**src/rtl/pwb_pkg.sv**
```systemverilog
package pwb_pkg;

    typedef enum logic [1:0] {
        ST_IDLE = 2'd0,
        ST_ADDR = 2'd1,
        ST_DATA = 2'd2,
        ST_PROG = 2'd3
    } pwb_state_e;

endpackage

```
**src/rtl/pwb_addr_ptr.sv**
```systemverilog
// Shared address pointer: full load, or an increment confined to the page offset.
module pwb_addr_ptr #(
    parameter int ADDR_W  = 10,
    parameter int PAGE_AW = 4
) (
    input  logic              clk,
    input  logic              rst_n,
    input  logic              load,
    input  logic [ADDR_W-1:0] load_addr,
    input  logic              step,
    output logic [ADDR_W-1:0] ptr
);
    localparam int HI_W = ADDR_W - PAGE_AW;

    logic [HI_W-1:0]    page_q;
    logic [PAGE_AW-1:0] off_q;

    always_ff @(posedge clk or negedge rst_n) begin
        if (!rst_n) begin
            page_q <= '0;
            off_q  <= '0;
        end else if (load) begin
            page_q <= load_addr[ADDR_W-1:PAGE_AW];
            off_q  <= load_addr[PAGE_AW-1:0];
        end else if (step) begin
            off_q  <= off_q + 1'b1;
        end
    end

    assign ptr = {page_q, off_q};
endmodule

```
**src/rtl/pwb_page_buf.sv**
```systemverilog
// Page staging storage with a per-entry valid flag.
module pwb_page_buf #(
    parameter int PAGE_AW = 4,
    parameter int DATA_W  = 8
) (
    input  logic               clk,
    input  logic               rst_n,
    input  logic               clr,
    input  logic               wr_en,
    input  logic [PAGE_AW-1:0] wr_idx,
    input  logic [DATA_W-1:0]  wr_data,
    input  logic [PAGE_AW-1:0] rd_idx,
    output logic [DATA_W-1:0]  rd_data,
    output logic               rd_valid
);
    localparam int DEPTH = 1 << PAGE_AW;

    logic [DATA_W-1:0] mem_q [DEPTH];
    logic [DEPTH-1:0]  vld_q;

    for (genvar e = 0; e < DEPTH; e++) begin : g_entry
        always_ff @(posedge clk or negedge rst_n) begin
            if (!rst_n) begin
                mem_q[e] <= '0;
                vld_q[e] <= 1'b0;
            end else if (clr) begin
                vld_q[e] <= 1'b0;
            end else if (wr_en && (wr_idx == PAGE_AW'(e))) begin
                mem_q[e] <= wr_data;
                vld_q[e] <= 1'b1;
            end
        end
    end

    assign rd_data  = mem_q[rd_idx];
    assign rd_valid = vld_q[rd_idx];
endmodule

```
**src/rtl/pwb_prog_timer.sv**
```systemverilog
// Programming cycle counter; the first DEPTH counts double as the scan index.
module pwb_prog_timer #(
    parameter int WR_CYCLES = 1250000,
    parameter int PAGE_AW   = 4
) (
    input  logic               clk,
    input  logic               rst_n,
    input  logic               start,
    input  logic               run,
    output logic               last,
    output logic               scan_vld,
    output logic [PAGE_AW-1:0] scan_idx
);
    localparam int DEPTH  = 1 << PAGE_AW;
    localparam int CYC    = (WR_CYCLES < DEPTH) ? DEPTH : WR_CYCLES;
    localparam int CNT_W  = $clog2(CYC + 1);

    logic [CNT_W-1:0] cnt_q;

    always_ff @(posedge clk or negedge rst_n) begin
        if (!rst_n) begin
            cnt_q <= '0;
        end else if (start) begin
            cnt_q <= '0;
        end else if (run && !last) begin
            cnt_q <= cnt_q + 1'b1;
        end
    end

    assign last     = (cnt_q == CNT_W'(CYC - 1));
    assign scan_vld = run && (cnt_q < CNT_W'(DEPTH));
    assign scan_idx = cnt_q[PAGE_AW-1:0];
endmodule

```
**src/rtl/pwb_page_commit.sv**
```systemverilog
module pwb_page_commit
    import pwb_pkg::*;
#(
    parameter int ADDR_W    = 10,
    parameter int PAGE_AW   = 4,
    parameter int DATA_W    = 8,
    parameter int WR_CYCLES = 1250000
) (
    input  logic              clk,
    input  logic              rst_n,
    input  logic              wp_i,
    input  logic              addr_set_i,
    input  logic [ADDR_W-1:0] addr_i,
    input  logic              byte_vld_i,
    input  logic [DATA_W-1:0] byte_i,
    input  logic              stop_i,
    input  logic              abort_i,
    output logic              busy_o,
    output logic [ADDR_W-1:0] ptr_o,
    output logic              arr_we_o,
    output logic [ADDR_W-1:0] arr_addr_o,
    output logic [DATA_W-1:0] arr_data_o
);
    pwb_state_e state_q, state_d;

    logic               ptr_load, ptr_step;
    logic               buf_clr, buf_wr;
    logic               tmr_start, tmr_last, scan_vld;
    logic [PAGE_AW-1:0] scan_idx;
    logic [DATA_W-1:0]  rd_data;
    logic               rd_valid;

    // State register
    always_ff @(posedge clk or negedge rst_n) begin
        if (!rst_n) state_q <= ST_IDLE;
        else        state_q <= state_d;
    end

    // Next state: address > byte > STOP > abort
    always_comb begin
        state_d = state_q;
        unique case (state_q)
            ST_IDLE: if (addr_set_i) state_d = ST_ADDR;
            ST_ADDR: begin
                if (addr_set_i)              state_d = ST_ADDR;
                else if (byte_vld_i)         state_d = ST_DATA;
                else if (stop_i || abort_i)  state_d = ST_IDLE;
            end
            ST_DATA: begin
                if (addr_set_i)      state_d = ST_ADDR;
                else if (byte_vld_i) state_d = ST_DATA;
                else if (stop_i)     state_d = wp_i ? ST_IDLE : ST_PROG;
                else if (abort_i)    state_d = ST_IDLE;
            end
            ST_PROG: if (tmr_last) state_d = ST_IDLE;
            default: state_d = ST_IDLE;
        endcase
    end

    // Outputs and datapath controls
    always_comb begin
        ptr_load  = 1'b0;
        buf_wr    = 1'b0;
        tmr_start = 1'b0;
        busy_o    = 1'b0;
        unique case (state_q)
            ST_IDLE: ptr_load = addr_set_i;
            ST_ADDR: begin
                ptr_load = addr_set_i;
                buf_wr   = byte_vld_i && !addr_set_i;
            end
            ST_DATA: begin
                ptr_load  = addr_set_i;
                buf_wr    = byte_vld_i && !addr_set_i;
                tmr_start = stop_i && !addr_set_i && !byte_vld_i && !wp_i;
            end
            ST_PROG: busy_o = 1'b1;
            default: busy_o = 1'b0;
        endcase
        buf_clr  = ptr_load;
        ptr_step = buf_wr;
    end

    pwb_addr_ptr #(.ADDR_W(ADDR_W), .PAGE_AW(PAGE_AW)) u_ptr (
        .clk       (clk),
        .rst_n     (rst_n),
        .load      (ptr_load),
        .load_addr (addr_i),
        .step      (ptr_step),
        .ptr       (ptr_o)
    );

    pwb_page_buf #(.PAGE_AW(PAGE_AW), .DATA_W(DATA_W)) u_buf (
        .clk      (clk),
        .rst_n    (rst_n),
        .clr      (buf_clr),
        .wr_en    (buf_wr),
        .wr_idx   (ptr_o[PAGE_AW-1:0]),
        .wr_data  (byte_i),
        .rd_idx   (scan_idx),
        .rd_data  (rd_data),
        .rd_valid (rd_valid)
    );

    pwb_prog_timer #(.WR_CYCLES(WR_CYCLES), .PAGE_AW(PAGE_AW)) u_tmr (
        .clk      (clk),
        .rst_n    (rst_n),
        .start    (tmr_start),
        .run      (state_q == ST_PROG),
        .last     (tmr_last),
        .scan_vld (scan_vld),
        .scan_idx (scan_idx)
    );

    assign arr_we_o   = scan_vld && rd_valid && !wp_i;
    assign arr_addr_o = {ptr_o[ADDR_W-1:PAGE_AW], scan_idx};
    assign arr_data_o = rd_data;
endmodule

```
**config.mk**
```make
export PLATFORM = sky130hd
export DESIGN_NAME = pwb_page_commit
export DESIGN_NICKNAME = d
export VERILOG_FILES = /design/src/rtl/pwb_pkg.sv /design/src/rtl/pwb_addr_ptr.sv /design/src/rtl/pwb_page_buf.sv /design/src/rtl/pwb_prog_timer.sv /design/src/rtl/pwb_page_commit.sv
export SDC_FILE = /design/constraint.sdc
export NUM_CORES = 1
export LEC_CHECK = 0
export BUFFER_PORTS_ARGS = -buffer_cell sky130_fd_sc_hd__buf_2
export CAP_MARGIN = 20
export CORE_MARGIN = 5
export CORE_UTILIZATION = 40
export CTS_CLUSTER_DIAMETER = 50
export CTS_CLUSTER_SIZE = 30
export DETAILED_ROUTE_END_ITERATION = 12
export PLACE_DENSITY = 0.61
export SLEW_MARGIN = 0
export SYNTH_ARGS = -nofsm -noshare
export SYNTH_HDL_FRONTEND = slang
export SYNTH_SLANG_ARGS = --single-unit
```
**constraint.sdc**
```tcl
create_clock -name clk -period 2.5 [get_ports clk]
set_clock_uncertainty 0.05 [all_clocks]
set_input_delay 0 -clock clk [delete_from_list [all_inputs] [get_ports clk]]
set_output_delay 0 -clock clk [all_outputs]
set_load 0.01 [all_outputs]
```
---- After elaboration in Yosys (flattened, before gate mapping) ----
Cells that the tools add are included.
Widths: inputs -> output; s select.
word-level totals
  bits in registers ....................... 177
  bits in latches ......................... 0
  bits in writable memories ............... 0
  memory bits (read-only) ................. 0
  bits of input ports ..................... 25
  output and inout port bits .............. 30
  logic and storage cells ................. 190
  memories ................................ 0
operators by class
  $add $sub $neg .......................... 2
  multipliers ............................. 0
  divide/modulo/power cells ............... 0
  magnitude comparators ................... 3
  equality and inequality tests ........... 23
  shift-type cells ........................ 0
  mux-type cells .......................... 56
  bitwise logic cells ..................... 2
  reduce and logical (&&, ||, !) cells .... 68
operators with widths
  operator               count
  $mux 21                2
  $mux 1                 37
  $reduce_bool 2->1      18
  $bmux 8 s4             1
  $eq 4x4->1 const B     8
  $reduce_and 2->1       16
  $logic_and 1x1->1      24
  $add 21x1->21 const B  1
  $eq 21x21->1 const B   1
  $lt 21x5->1 const B    1
  $mux 2                 10
  $eq 4x3->1 const B     4
  $mux 8                 2
  $eq 4x2->1 const B     2
  $mux 4                 2
  $pmux 2 s4             1
  $ge 5x5->1 const B     1
  $lt 4x5->1 const B     1
  $ne 5x5->1 const B     1
  $not 4->5              1
  $add 4x1->4 const B    1
  $bmux 1 s4             1
  $eq 2x2->1 const B     2
  $eq 4x1->1 const B     1
  other kinds (11)       15

---- Depth between registers and ports, before layout ----
Gate-level depths: netlist (run 1).
  word-level depth ........................ 6
  gate-level depth with buffers ........... 7
  depth with buffers taken out ............ 6

---- Modules after synthesis ----
A second synthesis (run 1) with hierarchy kept.
second synthesis, totals
  cell total of the unflattened synthesis .. 605
  area, all modules ....................... 8491.9 sq um
by module, submodules not included
  module           times used  cells an instance  area an instance (sq um)  seq. area each (sq um)
  pwb_page_buf     1           415                6586.3                    3603.5
  pwb_prog_timer   1           127                1204.9                    525.5
  pwb_addr_ptr     1           31                 427.9                     250.2
  pwb_page_commit  1           32                 272.8                     50.0

---- Least setup slack after synthesis (run 1) ----
OpenSTA, ideal clock, no wires.
  path kind ............................... register -> register
  start point ............................. register state_q[0]
  end point ............................... register u_buf.mem_q[16] (netlist name)
  library setup time ...................... 0.125 ns
  arrival ................................. 1.840 ns
  required time ........................... 2.325 ns
  setup slack ............................. 0.485 ns
  stages on the path, launching flop included .. 8
  buffers on the path ..................... 1
  period minus slack after synthesis ...... 2.015 ns
  path through ............................ dfrtp_1 inv_1 ha_1 and3b_2 buf_6 nand2_1 nor2_2 mux2_2
between the ends
  cells in the longest elaborated chain, start to end .. 5
  elaborated cells on any way between the ends .. 10
  classes of those cells .................. eq/ne (2); mux (2); bitwise (1); reduce/logical (5)
RTL lines
  element                                                              line                   text
  start: declaration                                                   pwb_page_commit.sv:24  pwb_state_e state_q, state_d;
  start signal: assignment                                             pwb_page_commit.sv:36  else state_q <= state_d;
  $eq 2x2->1, or another cell as far along                             pwb_page_commit.sv:66  unique case (state_q)
  $reduce_or 3->1 (no line) / $reduce_or 2->1 (equally long branches)  --
  $mux 1 (on tied branches)                                            --
  $not 1->1 (no line) / $logic_and 1x1->1 (equally long branches)      --
  $reduce_and 2->1 (no line) (*)                                       --
  end signal: indexed assignment                                       pwb_page_buf.sv:29     mem_q[e] <= wr_data;
  end: declaration                                                     pwb_page_buf.sv:18     logic [DATA_W-1:0] mem_q [DEPTH];
Every way passes the cells marked *; elsewhere a longest branch is shown, timed or not.
A chain may end at the register's enable or synchronous reset.

---- Final worst setup path (run 1) ----
  start point ............................. register u_tmr.cnt_q[2]
  end point ............................... output port arr_data_o[0]
between the ends
  cells in the longest elaborated chain, start to end .. 4
RTL lines
  element                                    line                   text
  start: declaration                         pwb_prog_timer.sv:18   logic [CNT_W-1:0] cnt_q;
  start signal: assignment                   pwb_prog_timer.sv:26   cnt_q <= cnt_q + 1'b1;
  $not 4->5 (implied by the code)            pwb_page_buf.sv:35     assign rd_data = mem_q[rd_idx];
  $bmux 8 s4                                 pwb_page_buf.sv:35
  $mux 8 (implied by the code) (2 in a row)  pwb_page_buf.sv:35
  end: declaration                           pwb_page_commit.sv:22  output logic [DATA_W-1:0] arr_data_o
Every way passes these cells. The select of a mux whose other input is x is not followed.

==> impl_metrics.ini, run 1 <==
[timing]
finalCritPeriodShare = 0.9544
timing.final.crit_period_ps = 2386
rsz0062_at_grt = no
setup_viol = 0
relSlewSlack = 0.5686
maxSlewViolCount = 0
setup_tns_ps = 0
hold_violations = 0
max_freq_mhz = 419.1
worst_pin_slew_ps = 641.1

[drt]
dr.first_iter.drc_count = 253
viasPerCell = 5.410
antenna_left = 0
drc = 0
vias = 5448
totalWireLength_mm = 19.25
drtPass1Iterations = 4
routedWlPerCell_um = 19.12

[yosys]
ys_types = 51
ys_warn_count = 0
yosys.area.top_type_share = 0.5218
synth_commonest_cells = 177 x dfrtp_1, 143 x mux2_2, 35 x nand2_1, 27 x mux2i_1, 23 x nor2_1
synth_flop_cell = dfrtp_1
ys_async_sr_fraction = 1.000
syn-cell-area_um2 = 8488
synth_seq_cells = 177
syn-num-nets = 681
synth_edf_count = 0
synth_area_leaders = dfrtp_1 52%, mux2_2 19%, mux4_2 5.3%
synth_most_common_cell = dfrtp_1
avgSynthCellArea_um2 = 13.14
syn_inst = 646
seq_area_frac_synth = 0.5218
synth_top_area_cell = dfrtp_1

[worst_setup_path]
r2r-end = u_buf.mem_q[65]
cp-endpoint = arr_data_o[0]
worstReg2RegStart = state_q[0]
cp.arrival_ps = 2340
startpoint = u_tmr.cnt_q[2]
worst_setup_path_end_kind = output pin
reg2reg_depth = 6
start_kind = flip-flop
cp.required_ps = 2450
rrSetupSlack_ps = 170
path_class = reg -> out
cp_max_fo = 12

[placed_design]
hpwlAfterDp_mm = 13.18
gp_congestion = 0.8183
placed_cell_area_um2 = 9092
io_buffers = 54

[floorplanning]
fp.coreArea_um2 = 20960
initial_core_util = 0.4051
rows = 53
die_x_um = 155.7
io_pins = 55
die_area_um2 = 24230
die_h_um = 155.7

[cts]
h-tree-depth = 4
clk_latency_ps = 420
clockBufferDepth = 2
cts_root_buffer = clkbuf_16
cts_sinks = 177
cts_tree = built
clk_pin_slew_worst_paths_ps = 70
cts_buffers = 17

[global_route]
grt_max_degree = 98
antenna_found_initial = 0
grt.overflow.total = 0
grt_pass1_vias = 5911
grt_pass1_wl_mm = 31.97
grt_usage = 0.1655

[hold_path]
hold_path_class = in -> reg
hold_start = byte_i[1]

[power_and_ir_drop]
p_per_area_nw_per_um2 = 1113
peakVddDrop_mv = 0.5343
p_leak_nw = 4.681

[cells_and_area]
antenna_cells = 0
post-route-cell-area_um2 = 9879
area_growth_pct = 16.39
drive_above_1_share = 0.4153
finalNetCount = 754

[status]
status = complete, no violations

[flow_run]
drv_cap = 0
==> final cells by class <==
class	instances	area, um^2
fillers	1882	11080
flip-flops and latches	177	4433
multi-input cells	420	3827
repair buffers	98	680.7
clock buffers	21	470.5
well taps	275	344.1
clock inverters	11	105.1
inverters	5	18.77
==> layout by cell type (no fill, tap or decap), drive strengths merged, types with 4 or more instances in the layout <==
cell type,instances
nor2,31
ha,10
mux2i,27
nand4,9
nor4,4
xor2,12
clkinv,5
clkbuf,21
and3,5
mux4,20
buf,83
dfrtp,177
nor3,5
and4,4
o21ai,23
a21o,8
or3,5
clkinvlp,4
nand3,13
dlygate4sd3,15
a21oi,21
inv,6
xnor2,5
nand2,39
mux2,143
a221oi,8
a22oi,8
==> state kept, by name, indices dropped and copies added (netlist names) <==
name          count
u_buf.vld_q      16
u_tmr.cnt_q      21
state_q           2
u_ptr.off_q       4
u_ptr.page_q      6
u_buf.mem_q     128
==> worst max-delay path: stages (launching register included) <==
cell	delay (ps)
dfrtp_1	500
buf_4	250
and2_1	290
a221oi_1	450
o21ai_0	130
nand2_1	130
buf_2	150
==> logic make-up (layout without fill, tap and decap cells) <==
kind of cell | after synthesis | count (layout) | share of synthesized area
DFF | 177 | 177 | 0.5218
muxes | 190 | 190 | 0.2746
buffers and inverters | 49 | 135 | 0.03022
and+or+nand+nor | 128 | 128 | 0.08564
adders and majority gates | 10 | 10 | 0.01474
AOI/OAI and AO/OA | 75 | 75 | 0.05543
xor gates and xnor gates | 17 | 17 | 0.01754
==> per-layer routing <==
| metal | vias up | track usage | part of all wire | routed length, um |
|---|---|---|---|---|
| li1 | 2492 | - | - | - |
| met1 | 2862 | 0.2103 | 0.44 | 8435 |
| met2 | 80 | 0.2918 | 0.52 | 9982 |
| met4 | 0 | 0.04502 | 0.012 | 228 |
| met5 | - | 0 | 0 | 0 |
| met3 | 14 | 0.02996 | 0.031 | 606 |
==> report_power, final <==
part	switching [mW]	leakage, nW	internal, mW
clock network	1.11	0.272	1.45
logic	2.02	2.10	1.94
registers	0.668	2.31	3.81
==> worst min path at each step <==
stage / endpoint / depth (start not counted) / slack [ps]
4_1_cts: u_buf.mem_q[104] / 2 / 10
3_3_place_gp: u_tmr.cnt_q[14] / 1 / -240
6_report: u_buf.mem_q[17] / 2 / 30
2_1_floorplan: state_q[0] / 0 / -350
3_5_place_dp: u_tmr.cnt_q[16] / 1 / -240
5_1_grt: u_buf.mem_q[17] / 2 / 40
==> timing repair <==
action	in CTS	in global routing
pin swaps	0	0
buffers inserted	0	4
hold buffers	15	0
gates resized for setup	4	3
endpoints found under the setup margin	7	6
endpoints found under the hold margin	189	0
==> metrics by stage <==
step	setup slack [ps]	power [mW]	cells	hold slack [ps]	util
CTS	60.97	11.00	1003	9.750	0.4693
global placement	260.0	8.210	956	-236.3	0.4339
finish	114.0	10.99	1007	31.56	0.4715
global route	20.49	11.66	1007	42.35	0.4715
detailed placement	161.9	8.372	956	-236.9	0.4339
floorplan	485.5	7.140	646	-345.6	-
Power figures use the tool's default switching activity.
==> inputs of run 2 (changes only) <==
Settings changed: RECOVER_POWER set to 25.
==> impl_metrics.ini, run 2 (synthesis results as in run 1) <==
[global_route]
grt_pass1_vias = 5911
grt_max_degree = 98
grt.overflow.total = 0
antenna_found_initial = 0
grt_usage = 0.1655
grt_pass1_wl_mm = 31.97

[placed_design]
io_buffers = 54
gp_congestion = 0.8183
hpwlAfterDp_mm = 13.18
place_inst = 956

[worst_setup_path]
cp.arrival_ps = 2320
path_class = reg -> out
cp_max_fo = 8
cp.required_ps = 2450
path_delay_family = flip-flops
worst_setup_path_end_kind = output pin
rrSetupSlack_ps = 160
cpPeakStageDelay_ps = 540
start_kind = flip-flop
path_buf_inv = 2
slowest_stage = dfrtp_4
cp_cell_sequence = buf_4 -> mux4_2 -> nor2b_1 -> a211oi_1 -> a2111oi_1 -> buf_2

[cts]
cts_tree = built
cts_sinks = 177
h-tree-depth = 4
clk_pin_slew_worst_paths_ps = 70
clk_latency_ps = 420
cts_buffers = 17
clockBufferDepth = 2
cts_root_buffer = clkbuf_16

[floorplanning]
fp.coreArea_um2 = 20960
die_x_um = 155.7
die_h_um = 155.7
rows = 53
die_area_um2 = 24230
io_pins = 55
initial_core_util = 0.4051

[cells_and_area]
top_regs = u_buf.mem_q: 128 flops, u_tmr.cnt_q: 21 flops, u_buf.vld_q: 16 flops
mostFrequentLayoutCells = 176 x dfrtp_1, 143 x mux2_2, 53 x buf_2, 35 x nand2_1, 27 x mux2i_1
finalNetCount = 754
top_register = u_buf.mem_q
antenna_cells = 0
area_growth_pct = 15.98
final_common_cell = dfrtp_1
final_cells = 1007
drive_above_1_share = 0.4139
largest_reg_flops = 128

[timing]
worst_pin_slew_ps = 1816
setup_tns_ps = 0
setup_viol = 0
timing.final.crit_period_ps = 2370
finalCritPeriodShare = 0.9480
maxSlewViolCount = 74
rsz0062_at_grt = no
hold_violations = 0
worst_hold_slack_ps = 28.52
relSlewSlack = -0.2105
max_freq_mhz = 422.0

[power_and_ir_drop]
peakVddDrop_mv = 0.5326
p_leak_nw = 4.666
p_total_mw = 10.99
p_per_area_nw_per_um2 = 1116

[drt]
totalWireLength_mm = 19.32
antenna_left = 0
maxUsedRoutingLayer = met4
drtPass1Iterations = 4
met3_length_um = 565
drc = 0
dr.first_iter.drc_count = 278
routed-wl-met2_mm = 10.07
routedWlPerCell_um = 19.18
wl_met1_mm = 8.457
viasPerCell = 5.425
vias = 5463

[flow_run]
drv_cap = 1

[status]
violations = max-capacitance violations, max-slew violations
status = complete, but fails checks

[hold_path]
hold_path_class = in -> reg
## run 2: changes by cell type in the layout (fill, tap and decap cells not counted)
| cell | previous run | this run |
|---|---|---|
| buf_12 | 2 | 0 |
| buf_6 | 2 | 1 |
| clkbuf_1 | 1 | 2 |
| clkbuf_2 | 0 | 1 |
| clkbuf_4 | 0 | 1 |
## run 2: timing repair
action / in CTS / in global routing
setup endpoints to repair: 7 / 6
pin swaps: 0 / 0
gates resized for setup: 4 / 3
setup buffers: 0 / 4
hold buffers: 15 / 0
endpoints found under the hold margin: 189 / 0
cloned: 0 / 0
## run 2: final timing paths
kind / cells after the start / to / startpoint
setup / recovery: 6 / arr_we_o / u_tmr.cnt_q[0]
hold / removal: 2 / u_buf.mem_q[17] / byte_i[1]
setup reg to reg: 6 / u_buf.mem_q[65] / state_q[0]
hold reg to reg: 2 / u_buf.vld_q[10] / u_buf.vld_q[10]
max in group asynchronous: 3 / u_buf.mem_q[41] / rst_n
min in group asynchronous: 3 / u_tmr.cnt_q[16] / rst_n
## run 2: area by class of cell
cell class	count	area (um^2)
clock buffer	21	470.5
inverter	5	18.77
timing repair buffer	98	645.6
sequential	177	4433
multi-input combinational	420	3827
fill	1885	11110
tap	275	344.1
clock inverter	11	105.1
## run 2: routing by layer
metal | track usage | vias up
li1 | - | 2495
met1 | 0.2103 | 2881
met2 | 0.2918 | 74
met3 | 0.02996 | 13
met4 | 0.04502 | 0
met5 | 0 | -
## run 2: power by group
part	total [mW]	leakage, nW	internal [mW]	switching (mW)
sequential	4.48	2.31	3.81	0.674
clock	2.57	0.272	1.45	1.11
combinational	3.94	2.08	1.93	2.01
## run 2: metrics by stage
stage	instance area, um^2	setup WS (ps)	utilization
2_1_floorplan	8488	485.5	-
3_3_place_gp	9092	260.0	0.4339
3_5_place_dp	9092	161.9	0.4339
4_1_cts	9833	60.97	0.4693
5_1_grt	9844	20.49	0.4698
6_report	9844	130.1	0.4698
==> inputs of run 3 (changes only) <==
--- a/config.mk
+++ b/config.mk
@@ -8,5 +8,5 @@
 export BUFFER_PORTS_ARGS = -buffer_cell sky130_fd_sc_hd__buf_2
 export CAP_MARGIN = 20
-export CORE_MARGIN = 5
+export CORE_MARGIN = 4
 export CORE_UTILIZATION = 40
 export CTS_CLUSTER_DIAMETER = 50
@@ -19,2 +19,3 @@
 export SYNTH_HDL_FRONTEND = slang
 export SYNTH_SLANG_ARGS = --single-unit
+export TNS_END_PERCENT = 30
--- a/constraint.sdc
+++ b/constraint.sdc
@@ -3,3 +3,3 @@
 set_input_delay 0 -clock clk [delete_from_list [all_inputs] [get_ports clk]]
 set_output_delay 0 -clock clk [all_outputs]
-set_load 0.01 [all_outputs]
+set_load 0.02 [all_outputs]
==> impl_metrics.ini, run 3 (synthesis results as in run 1) <==
[cts]
h-tree-depth = 4
cts_sinks = 177
cts_tree = built
cts_buffers = 17
clk_pin_slew_worst_paths_ps = 70
clk_latency_ps = 430
cts_root_buffer = clkbuf_16
clockBufferDepth = 2

[worst_setup_path]
cp_cell_sequence = buf_4 -> nor2b_1 -> buf_4 -> a221oi_1 -> a22oi_1 -> nand2_1 -> buf_2
cp.required_ps = 2450
startpoint = u_tmr.cnt_q[2]
cpPeakStageDelay_ps = 470
worst_setup_path_end_kind = output pin
rrSetupSlack_ps = 160
cp.arrival_ps = 2350
slowest_stage = dfrtp_2
path_class = reg -> out
start_kind = flip-flop
path_common_cell = buf_4
cp_max_fo = 13
worstReg2RegStart = state_q[0]

[cells_and_area]
largest_reg_flops = 128
multi_input_area_um2 = 3830
seq_area_um2 = 4432
final_util = 0.4704
final_cells = 1006
antenna_cells = 0
area_growth_pct = 16.13
top_register = u_buf.mem_q
mostFrequentLayoutCells = 175 x dfrtp_1, 143 x mux2_2, 42 x buf_2, 35 x nand2_1
drive_above_1_share = 0.4063
top_regs = u_buf.mem_q: 128 flops, u_tmr.cnt_q: 21 flops, u_buf.vld_q: 16 flops
fill_cells = 1868
final_common_cell = dfrtp_1
finalNetCount = 753

[power_and_ir_drop]
p_leak_nw = 4.660
swShare = 0.3629
p_comb_frac = 0.364
power.share.clock = 0.239
p_sw_mw = 4.085
p_per_area_nw_per_um2 = 1142
p_int_mw = 7.171
peakVddDrop_mv = 0.3979
p_seq_frac = 0.397

[placed_design]
hpwlAfterDp_mm = 13.15
gp_congestion = 0.8298
pre_cts_slack_ps = 158.9
place_inst = 957
io_buffers = 54

[floorplanning]
initial_core_util = 0.4051
die_area_um2 = 23610
die_h_um = 153.7
rows = 53
die_x_um = 153.7
fp.coreArea_um2 = 20960
io_pins = 55

[drt]
drc = 0
antenna_left = 0
dr.first_iter.drc_count = 302
totalWireLength_mm = 19.13
routedWlPerCell_um = 19.01
drtPass1Iterations = 4
viasPerCell = 5.388
vias = 5420

[timing]
timing.final.crit_period_ps = 2403
max_freq_mhz = 416.1
relSlewSlack = -0.2507
worst_pin_slew_ps = 1876
finalCritPeriodShare = 0.9614
maxSlewViolCount = 73
worst_slack_ps = 96.62
hold_violations = 0
worst_hold_slack_ps = 26.54
setup_viol = 0

[global_route]
antenna_found_initial = 0
grt_max_degree = 74
grt_usage = 0.1690
grt.overflow.total = 0
grt_pass1_vias = 5936
grt_pass1_wl_mm = 32.01

[status]
status = complete, but fails checks
violations = max-capacitance violations, max-slew violations

[hold_path]
hold_path_class = in -> reg
hold_start = byte_i[1]

[flow_run]
drv_cap = 1
[run 3: path summary, 6_finish.rpt]
check                      depth (start not counted)               to
min                                                2  u_buf.mem_q[57]
max                                                7    arr_data_o[7]
max reg2reg                                        6  u_buf.mem_q[70]
min in group asynchronous                          2  u_tmr.cnt_q[17]
min reg2reg                                        1   u_buf.vld_q[6]
max in group asynchronous                          2   u_tmr.cnt_q[0]
[run 3: worst max-delay path, delay by kind of cell, from the launching register on]
kind	cells	cell delay [ps]
AOI/OAI and AO/OA	2	620
and+or+nand+nor	2	260
buffers and inverters	3	560
DFF	1	470
[run 3: metal layers]
layer,global-route usage,part of all wire,vias up
li1,-,-,2482
met2,0.2889,0.51,95
met5,0,0,-
met1,0.2238,0.45,2827
met3,0.02899,0.028,16
met4,0.04584,0.012,0
[run 3: power groups by stage]
| stage | clock network (mW) | logic, mW | registers (mW) |
|---|---|---|---|
| after floorplan | 0 | 3.02 | 4.32 |
| after global placement | 0 | 3.91 | 4.46 |
| after detailed placement | 0 | 3.99 | 4.53 |
| after CTS | 2.76 | 4.05 | 4.48 |
| after global routing | 2.89 | 4.50 | 4.59 |
| final | 2.70 | 4.10 | 4.46 |
[run 3: final cells by class]
class                      instances  share of cell area
multi-input combinational        420              0.3886
clock buffer                      18             0.04455
inverter                           5            0.001904
tap                              275             0.03491
timing repair buffer              97             0.06448
clock inverter                    14             0.01599
sequential                       177              0.4496
[run 3: stage by stage]
stage	setup TNS (ps)	power (mW)	cell area [um^2]
detailed placement	0	8.522	9085
global route	-29.73	11.97	9857
CTS	0	11.29	9824
floorplan	0	7.334	8488
finish	0	11.26	9857
global placement	0	8.373	9085
[run 3: timing repair]
action / 4_1_cts / 5_1_grt
gates cloned: 0 / 0
setup endpoints to repair: 9 / 9
endpoints found under the hold margin: 80 / 0
hold buffers: 13 / 0
gates resized for setup: 4 / 5
buffers inserted: 0 / 4
